### src/rtl/gpio_rmw_pkg.sv
package gpio_rmw_pkg;
   typedef enum logic [1:0] {
      SQ_IDLE   = 2'd0,
      SQ_READ   = 2'd1,
      SQ_MODIFY = 2'd2,
      SQ_WRITE  = 2'd3
   } seq_state_t;

   localparam int unsigned ADR_W = 2;
   localparam logic [ADR_W-1:0] ADR_PORT   = 2'd0;
   localparam logic [ADR_W-1:0] ADR_DIR    = 2'd1;
   localparam logic [ADR_W-1:0] ADR_DATA   = 2'd2;
   localparam logic [ADR_W-1:0] ADR_BITCMD = 2'd3;
endpackage

### src/rtl/gpio_rmw_sync.sv
module gpio_rmw_sync #(
   parameter int unsigned W      = 8,
   parameter int unsigned STAGES = 2
) (
   input  logic         clk,
   input  logic         rst_n,
   input  logic [W-1:0] d,
   output logic [W-1:0] q
);
   generate
      if (STAGES < 2) begin : g_bad_stages
         $error("gpio_rmw_sync: STAGES must be at least 2");
      end
   endgenerate

   logic [W-1:0] stg [STAGES];

   always_ff @(posedge clk or negedge rst_n) begin
      if (!rst_n) begin
         for (int s = 0; s < STAGES; s++) stg[s] <= '0;
      end else begin
         stg[0] <= d;
         for (int s = 1; s < STAGES; s++) stg[s] <= stg[s-1];
      end
   end

   assign q = stg[STAGES-1];
endmodule

### src/rtl/gpio_rmw_pinctl.sv
module gpio_rmw_pinctl #(
   parameter int unsigned W = 8
) (
   input  logic [W-1:0] dir_q,
   input  logic [W-1:0] data_q,
   input  logic [W-1:0] pad_sync,
   output logic [W-1:0] port_view,
   output logic [W-1:0] pu_en
);
   generate
      for (genvar i = 0; i < W; i++) begin : g_pin
         assign port_view[i] = dir_q[i] ? data_q[i] : pad_sync[i];
         assign pu_en[i]     = ~dir_q[i] & data_q[i];
      end
   endgenerate
endmodule

### src/rtl/gpio_rmw_seq.sv
module gpio_rmw_seq
   import gpio_rmw_pkg::*;
#(
   parameter int unsigned W     = 8,
   parameter int unsigned IDX_W = $clog2(W)
) (
   input  logic             clk,
   input  logic             rst_n,
   input  logic             start,
   input  logic             op_set,
   input  logic [IDX_W-1:0] idx,
   input  logic [W-1:0]     port_view,
   output logic             busy,
   output logic             done,
   output logic             wb_en,
   output logic [W-1:0]     wb_data
);
   seq_state_t       state_q;
   logic [W-1:0]     work_q;
   logic             op_q;
   logic [IDX_W-1:0] idx_q;

   always_ff @(posedge clk or negedge rst_n) begin
      if (!rst_n) begin
         state_q <= SQ_IDLE;
         work_q  <= '0;
         op_q    <= 1'b0;
         idx_q   <= '0;
         done    <= 1'b0;
      end else begin
         done <= (state_q == SQ_WRITE);
         case (state_q)
            SQ_IDLE: begin
               if (start) begin
                  op_q    <= op_set;
                  idx_q   <= idx;
                  state_q <= SQ_READ;
               end
            end
            SQ_READ: begin
               work_q  <= port_view;
               state_q <= SQ_MODIFY;
            end
            SQ_MODIFY: begin
               for (int b = 0; b < W; b++) begin
                  if (idx_q == IDX_W'(b)) work_q[b] <= op_q;
               end
               state_q <= SQ_WRITE;
            end
            default: state_q <= SQ_IDLE;
         endcase
      end
   end

   assign busy    = (state_q != SQ_IDLE);
   assign wb_en   = (state_q == SQ_WRITE);
   assign wb_data = work_q;
endmodule

### src/rtl/gpio_rmw_port.sv
module gpio_rmw_port
   import gpio_rmw_pkg::*;
#(
   parameter int unsigned WIDTH       = 8,
   parameter int unsigned SYNC_STAGES = 2
) (
   input  logic             clk,
   input  logic             rst_n,
   input  logic             bus_valid,
   input  logic             bus_write,
   input  logic [1:0]       bus_addr,
   input  logic [WIDTH-1:0] bus_wdata,
   output logic [WIDTH-1:0] bus_rdata,
   output logic             busy,
   output logic             done,
   input  logic [WIDTH-1:0] pad_in,
   output logic [WIDTH-1:0] pad_oe,
   output logic [WIDTH-1:0] pad_out,
   output logic [WIDTH-1:0] pad_pu
);
   localparam int unsigned IDX_W  = (WIDTH > 1) ? $clog2(WIDTH) : 1;
   localparam int unsigned OP_BIT = WIDTH - 1;

   generate
      if (WIDTH < 2 || IDX_W >= WIDTH) begin : g_bad_width
         $error("gpio_rmw_port: WIDTH too small for the bit-command word");
      end
   endgenerate

   logic [WIDTH-1:0] dir_q, data_q, pad_sync, port_view, wb_data;
   logic             accept, wr_dir, wr_data, cmd_start, wb_en;

   assign accept    = bus_valid & bus_write & ~busy;
   assign wr_dir    = accept & (bus_addr == ADR_DIR);
   assign wr_data   = accept & ((bus_addr == ADR_PORT) | (bus_addr == ADR_DATA));
   assign cmd_start = accept & (bus_addr == ADR_BITCMD);

   gpio_rmw_sync #(.W(WIDTH), .STAGES(SYNC_STAGES)) u_sync (
      .clk   (clk),
      .rst_n (rst_n),
      .d     (pad_in),
      .q     (pad_sync)
   );

   gpio_rmw_pinctl #(.W(WIDTH)) u_pinctl (
      .dir_q     (dir_q),
      .data_q    (data_q),
      .pad_sync  (pad_sync),
      .port_view (port_view),
      .pu_en     (pad_pu)
   );

   gpio_rmw_seq #(.W(WIDTH), .IDX_W(IDX_W)) u_seq (
      .clk       (clk),
      .rst_n     (rst_n),
      .start     (cmd_start),
      .op_set    (bus_wdata[OP_BIT]),
      .idx       (bus_wdata[IDX_W-1:0]),
      .port_view (port_view),
      .busy      (busy),
      .done      (done),
      .wb_en     (wb_en),
      .wb_data   (wb_data)
   );

   always_ff @(posedge clk or negedge rst_n) begin
      if (!rst_n) begin
         dir_q  <= '0;
         data_q <= '0;
      end else begin
         if (wr_dir)       dir_q  <= bus_wdata;
         if (wb_en)        data_q <= wb_data;
         else if (wr_data) data_q <= bus_wdata;
      end
   end

   always_comb begin
      case (bus_addr)
         ADR_PORT: bus_rdata = port_view;
         ADR_DIR:  bus_rdata = dir_q;
         ADR_DATA: bus_rdata = data_q;
         default:  bus_rdata = '0;
      endcase
   end

   assign pad_oe  = dir_q;
   assign pad_out = data_q;
endmodule

### config.mk
export PLATFORM = sky130hd
export DESIGN_NAME = gpio_rmw_port
export DESIGN_NICKNAME = d
export VERILOG_FILES = /design/src/rtl/gpio_rmw_pkg.sv /design/src/rtl/gpio_rmw_sync.sv /design/src/rtl/gpio_rmw_pinctl.sv /design/src/rtl/gpio_rmw_seq.sv /design/src/rtl/gpio_rmw_port.sv
export SDC_FILE = /design/constraint.sdc
export NUM_CORES = 1
export LEC_CHECK = 0
export BUFFER_PORTS_ARGS = -buffer_cell sky130_fd_sc_hd__buf_2
export CAP_MARGIN = 20
export CORE_ASPECT_RATIO = 0.9
export CORE_UTILIZATION = 45
export CTS_CLUSTER_DIAMETER = 60
export DETAILED_ROUTE_END_ITERATION = 8
export MAX_ROUTING_LAYER = met4
export PLACE_DENSITY = 0.72
export SYNTH_ARGS = -nofsm -noshare
export SYNTH_HDL_FRONTEND = slang
export SYNTH_HIERARCHICAL = 1
export SYNTH_SLANG_ARGS = --single-unit
### constraint.sdc
create_clock -name clk -period 1.7 [get_ports clk]
set_clock_uncertainty 0.05 [all_clocks]
set_input_delay 0.425 -clock clk [delete_from_list [all_inputs] [get_ports clk]]
set_output_delay 0.425 -clock clk [all_outputs]
set_load 0.02 [all_outputs]
# After elaboration in Yosys (flattened, before gate mapping)
# Cells that the tools add are included.
# classes
eq_ne,22
mux,22
bitwise_logic,23
n_reduce_logical,15
# ops
operator,n
one-hot mux 8 bit (3 select lines),1
AND reduction 2 bit,9
two-way mux 1 bit,16
two-way mux 8 bit,2
inequality test 2 x 1 -> 1 bit (second input constant),8
one-hot mux 8 bit (2 select lines),1
bitwise AND 1 bit,13
== test 3 bit (second input constant),4
inverter 1 bit,9
== test 2 bit (second input constant),4
== test 3 x 2 -> 1 bit (second input constant),2
one-hot mux 2 bit (3 select lines),1
nonzero test 2 bit,3
== test 2 x 1 -> 1 bit (second input constant),2
zero test 2 bit,2
== test 3 x 1 -> 1 bit (second input constant),1
zero test 3 bit,1
two-way mux 2 bit,1
inequality test 2 bit (second input constant),1
bitwise OR 1 bit,1
# word_totals
register_bits,47
inputBits,22
output_inout_bits,34
word_cells,98

# Depth between registers and ports, before layout
# depth
ltp_word,6
depth_mapped,7
mapped_depth_nobuf,7

# Modules after synthesis
# The synthesis kept the hierarchy.
# by_module_without_submodules
module,n_inst,cells_each,area_each_um2,seq_area_each_um2
gpio_rmw_port,1,82,874.6,400.4
gpio_rmw_seq,1,71,777.0,375.4
gpio_rmw_sync,1,24,460.4,400.4
gpio_rmw_pinctl,1,16,190.2,0.0

# Least setup slack after synthesis
# No wires, ideal clock.
# synth_path
path_type,register -> register
start,reg u_seq.state_q[0]
end,"reg dir_q[0], in the netlist pad_oe[0]"
setup_time_ps,125
arrival_time_ps,1662
t_required_ps,1525
setup_slack_ps,-137
path_stages_with_launch,6
n_path_buf,0
period_less_slack_ps,1837
cell_sequence,dfrtp_1 > inv_1 > ha_1 > inv_1 > nor4b_4 > mux2_2
# synth_between
elab_chain_len,4
# synth_rtl
item,line,source
"start, declared",gpio_rmw_seq.sv:18,seq_state_t state_q;
"start signal, assigned",gpio_rmw_seq.sv:25,state_q <= SQ_IDLE;
"start signal, assigned",gpio_rmw_seq.sv:37,state_q <= SQ_READ;
"start signal, assigned",gpio_rmw_seq.sv:42,state_q <= SQ_MODIFY;
nonzero test 2 bit,gpio_rmw_seq.sv:55,assign busy = (state_q != SQ_IDLE);
named net busy,gpio_rmw_port.sv:14,"output logic busy,"
inverter 1 bit,gpio_rmw_port.sv:33,assign accept = bus_valid & bus_write & ~busy;
bitwise AND 1 bit,gpio_rmw_port.sv:33,
bitwise AND 1 bit,gpio_rmw_port.sv:34,assign wr_dir = accept & (bus_addr == ADR_DIR);
"end signal, assigned",gpio_rmw_port.sv:71,if (wr_dir) dir_q <= bus_wdata;
"end, declared",gpio_rmw_port.sv:30,"logic [WIDTH-1:0] dir_q, data_q, pad_sync, port_view, wb_data;"
# The timed path passes the listed nets, and every way through them passes these cells.
# A chain may end at the register's enable or synchronous reset.

# Worst setup path after layout
# layout_path
start,"reg dir_q[7], in the netlist pad_oe[7]"
end,out bus_rdata[7]
# layout_between
elab_chain_len,2
# layout_rtl
item,line,source
two-way mux 1 bit,gpio_rmw_pinctl.sv:12,assign port_view[i] = dir_q[i] ? data_q[i] : pad_sync[i];
named net port_view[7],gpio_rmw_port.sv:30,
one-hot mux 8 bit (3 select lines),gpio_rmw_port.sv:78,case (bus_addr)
"end, declared",gpio_rmw_port.sv:13,"output logic [WIDTH-1:0] bus_rdata,"
# The timed path passes the listed nets, and every way through them passes these cells.

==> flow_results.xml <==
<?xml version="1.0" encoding="UTF-8"?>
<metrics>
  <group name="floorplan">
    <metric name="core-area" unit="um^2">4895</metric>
    <metric name="die_area" unit="um^2">5406</metric>
    <metric name="fp.dieW" unit="um">77.40</metric>
    <metric name="start_util" unit="">0.4703</metric>
    <metric name="io_pins" unit="">56</metric>
    <metric name="die_h" unit="um">69.86</metric>
    <metric name="number_of_rows_in_the_core_area" unit="">24</metric>
  </group>
  <group name="synth">
    <metric name="synth_async_sr_flop_share" unit="">1.000</metric>
    <metric name="synth_cells" unit="">193</metric>
    <metric name="synth_sequential_area_ratio" unit="">0.5109</metric>
    <metric name="synthDistinctLibCells" unit="">26</metric>
    <metric name="synth_area_per_cell" unit="um^2">11.93</metric>
    <metric name="synthFlopType" unit="">sky130_fd_sc_hd__dfrtp_1</metric>
    <metric name="synth.net_count" unit="">219</metric>
    <metric name="yosys.cell_count.top_type" unit="">sky130_fd_sc_hd__dfrtp_1</metric>
    <metric name="synth.yosys.warnings" unit="">6</metric>
    <metric name="number_of_synthesized_flops_with_an_enable_pin" unit="">0</metric>
    <metric name="synth_common_cells" unit="">sky130_fd_sc_hd__dfrtp_1 (47), sky130_fd_sc_hd__o21ai_0 (25), sky130_fd_sc_hd__nand2_1 (20)</metric>
    <metric name="ys_seq_elements" unit="">47</metric>
    <metric name="netlist_top_cells_area" unit="">sky130_fd_sc_hd__dfrtp_1 (51%), sky130_fd_sc_hd__mux2_2 (7.8%), sky130_fd_sc_hd__mux2i_1 (7.0%), sky130_fd_sc_hd__o21ai_0 (5.4%), sky130_fd_sc_hd__mux2_4 (5.2%)</metric>
    <metric name="synthDominantCellAreaShare" unit="">0.5109</metric>
    <metric name="synthesis.area" unit="um^2">2302</metric>
    <metric name="synth_area_leader_cell" unit="">sky130_fd_sc_hd__dfrtp_1</metric>
  </group>
  <group name="layout">
    <metric name="antenna_fix_cells" unit="">0</metric>
    <metric name="area_delta_synth_final" unit="%">34.40</metric>
    <metric name="net_total_in_the_final_layout" unit="">301</metric>
    <metric name="drive_above_1_share" unit="">0.5181</metric>
  </group>
  <group name="global_routing">
    <metric name="via_count_of_the_first_global_routing_pass" unit="">1686</metric>
    <metric name="remaining_global_route_overflow" unit="">0</metric>
    <metric name="grt_antenna_before_repair" unit="">0</metric>
    <metric name="grt_util_met2" unit="">0.2960</metric>
    <metric name="global_route.usage.total" unit="">0.1982</metric>
    <metric name="met3_usage" unit="">0.04183</metric>
    <metric name="grt_first_pass_wirelength" unit="mm">7.990</metric>
    <metric name="grt_most_used_layer" unit="">met2</metric>
    <metric name="pin_count_of_the_biggest_net_entering_global_routing" unit="">48</metric>
    <metric name="met1_usage" unit="">0.2687</metric>
  </group>
  <group name="clocking">
    <metric name="clk_root_buffer_cell" unit="">sky130_fd_sc_hd__clkbuf_8</metric>
    <metric name="cts.clk_slew.worst_paths" unit="ns">0.08</metric>
    <metric name="cts_hold_buf" unit="">0</metric>
    <metric name="cts.sink_count" unit="">47</metric>
    <metric name="cts-buffers-inserted" unit="">5</metric>
    <metric name="clk-insertion-delay-late" unit="ns">0.30</metric>
    <metric name="clock_tree.buffer_depth" unit="">2</metric>
    <metric name="ctsHtreeMaxLevel" unit="">2</metric>
    <metric name="cts_tree" unit="">built</metric>
  </group>
  <group name="sta">
    <metric name="final_max_slew_viols" unit="">0</metric>
    <metric name="achievable-frequency" unit="MHz">536.6</metric>
    <metric name="finalSetupViolCount" unit="">9</metric>
    <metric name="fin_ws" unit="ns">-0.1635</metric>
    <metric name="tightestPinTransition" unit="ns">0.6063</metric>
    <metric name="final_critical_period" unit="ns">1.864</metric>
    <metric name="final-hold-violation-count" unit="">0</metric>
    <metric name="layout_worst_path_cycle_share" unit="">1.096</metric>
    <metric name="grt_setup_unrepaired" unit="">yes</metric>
    <metric name="slew_headroom" unit="">0.5958</metric>
  </group>
  <group name="worst_setup_path">
    <metric name="worstPathCellList" unit="">mux2_4 &gt; mux2i_1 &gt; o21ai_1 &gt; buf_4</metric>
    <metric name="startpoint_type" unit="">flip-flop</metric>
    <metric name="crit_path_top_delay_cell" unit="">sky130_fd_sc_hd__dfrtp_1</metric>
    <metric name="timing.setup.critical_path_class" unit="">flip-flop to output port</metric>
    <metric name="crit_arrival" unit="ns">1.39</metric>
    <metric name="critical-path-top-delay-family" unit="">multiplexers</metric>
    <metric name="critPathBufInv" unit="">1</metric>
    <metric name="critPathLaunch" unit="">pad_oe[7]</metric>
    <metric name="reg2reg_start" unit="">u_seq/state_q[1]</metric>
    <metric name="worst-path-max-fanout" unit="">2</metric>
    <metric name="cp_max_stage_delay" unit="ns">0.40</metric>
    <metric name="worstPathRequired" unit="ns">1.22</metric>
    <metric name="critical_path.endpoint_type" unit="">output port</metric>
  </group>
  <group name="pwr">
    <metric name="p_int" unit="mW">3.660</metric>
    <metric name="p_seq_frac" unit="">0.305</metric>
    <metric name="p_leak" unit="nW">1.538</metric>
    <metric name="p_total" unit="mW">5.806</metric>
    <metric name="combPwrFrac" unit="">0.530</metric>
    <metric name="power_switching_share" unit="">0.3695</metric>
    <metric name="pwr-share-clk" unit="">0.165</metric>
    <metric name="irDropWorstVdd" unit="uV">867.2</metric>
    <metric name="p_sw" unit="mW">2.145</metric>
    <metric name="cellPowerDensity" unit="nW/um^2">1876</metric>
  </group>
  <group name="route">
    <metric name="detail_route.wl_per_cell" unit="um">14.62</metric>
    <metric name="drt-vias-per-instance" unit="">5.082</metric>
    <metric name="ant_nets" unit="">0</metric>
    <metric name="drt_iter0_drc" unit="">105</metric>
    <metric name="drc_viols" unit="">0</metric>
    <metric name="detail_route.wirelength" unit="mm">4.986</metric>
    <metric name="drtPass1Iterations" unit="">4</metric>
    <metric name="routed-via-count" unit="">1733</metric>
  </group>
  <group name="outcome">
    <metric name="status" unit="">finished, violations left</metric>
    <metric name="violations" unit="">negative setup slack</metric>
  </group>
  <group name="placement">
    <metric name="gp_congestion" unit="">0.7892</metric>
    <metric name="post-dp-hpwl" unit="mm">3.358</metric>
    <metric name="dp_slack" unit="ns">-0.05639</metric>
    <metric name="port_buffer_count" unit="">55</metric>
  </group>
  <group name="worst_hold_path">
    <metric name="holdCritPathClass" unit="">input port to async pin</metric>
  </group>
  <group name="run">
    <metric name="max_cap_violation_count" unit="">0</metric>
  </group>
</metrics>
routing by layer:
layer,vias to the layer above,wire (um)
met5,-,0
met3,5,323
met4,0,61
met1,845,2341
li1,825,-
met2,58,2259
sequential cells by signal, indices dropped and copies added (netlist names):
name	cells
pad_oe	8
pad_out	8
u_seq/wb_data	8
u_sync/q	8
u_sync/stg	8
u_seq/idx_q	3
u_seq/state_q	2
u_seq/done	1
u_seq/op_q	1
cell type report:
class | instances | area [um^2]
repair buffers | 90 | 609.3
multi-input cells | 119 | 1047
fillers | 374 | 1800
well taps | 65 | 81.33
inverters | 12 | 47.55
flip-flops and latches | 47 | 1176
clock inverters | 2 | 60.06
clock buffers | 6 | 72.57
power groups by stage:
| stage | registers, mW | logic (mW) | clock network, mW |
|---|---|---|---|
| floorplan | 2.04 | 1.51 | 0 |
| global placement | 1.82 | 2.46 | 0 |
| detailed placement | 1.84 | 2.50 | 0 |
| CTS | 1.76 | 2.75 | 0.994 |
| global route | 1.82 | 3.34 | 1.02 |
| finish | 1.77 | 3.08 | 0.960 |
path summary, 6_finish.rpt:
path,end,slack [ns],depth (start not counted)
max,bus_rdata[7],-0.16,4
min,pad_oe[0],0.04,2
max reg2reg,pad_out[4],0.04,7
min reg2reg,u_sync/q[5],0.30,0
max in group asynchronous,pad_oe[6],1.34,2
min in group clk,u_sync/stg[13],0.18,1
metrics by stage:
step	std cells	hold WS, ns	utilization	instance area, um^2	setup TNS, ns
floorplan	193	0.07941	-	2321	-0.4881
global placement	318	0.2821	0.5590	2736	-0.1106
detailed placement	318	0.2856	0.5590	2736	-0.3326
CTS	336	0.04315	0.6015	2944	-1.222
global route	341	0.04903	0.6322	3094	-1.912
finish	341	0.04264	0.6322	3094	-1.226
layout by cell type, fill, tap and decap left out, drive strengths merged:
cell type	count
mux2i	16
o22a	1
inv	12
and4bb	2
mux2	28
nor2	1
buf	90
a21oi	2
nor2b	3
nand2b	1
and2b	9
a41oi	2
nand2	20
a31oi	4
clkbuf	6
dfrtp	47
nor4b	1
bufinv	2
o21ai	25
ha	4
what timing repair did:
action	CTS	global route
pin swaps	1	4
setup buffers	10	7
cloned	0	0
setup endpoints to repair	20	44
resized for setup	1	35
cells by family after synthesis:
| group | Yosys count | synth area share |
|---|---|---|
| adders and majority gates | 4 | 0.02174 |
| and+or+nand+nor | 37 | 0.1022 |
| AOI/OAI and AO/OA | 34 | 0.08098 |
| muxes | 44 | 0.2196 |
| buffers and inverters | 27 | 0.06467 |
| DFF | 47 | 0.5109 |
No activity file was read; power rests on OpenSTA's default activity.
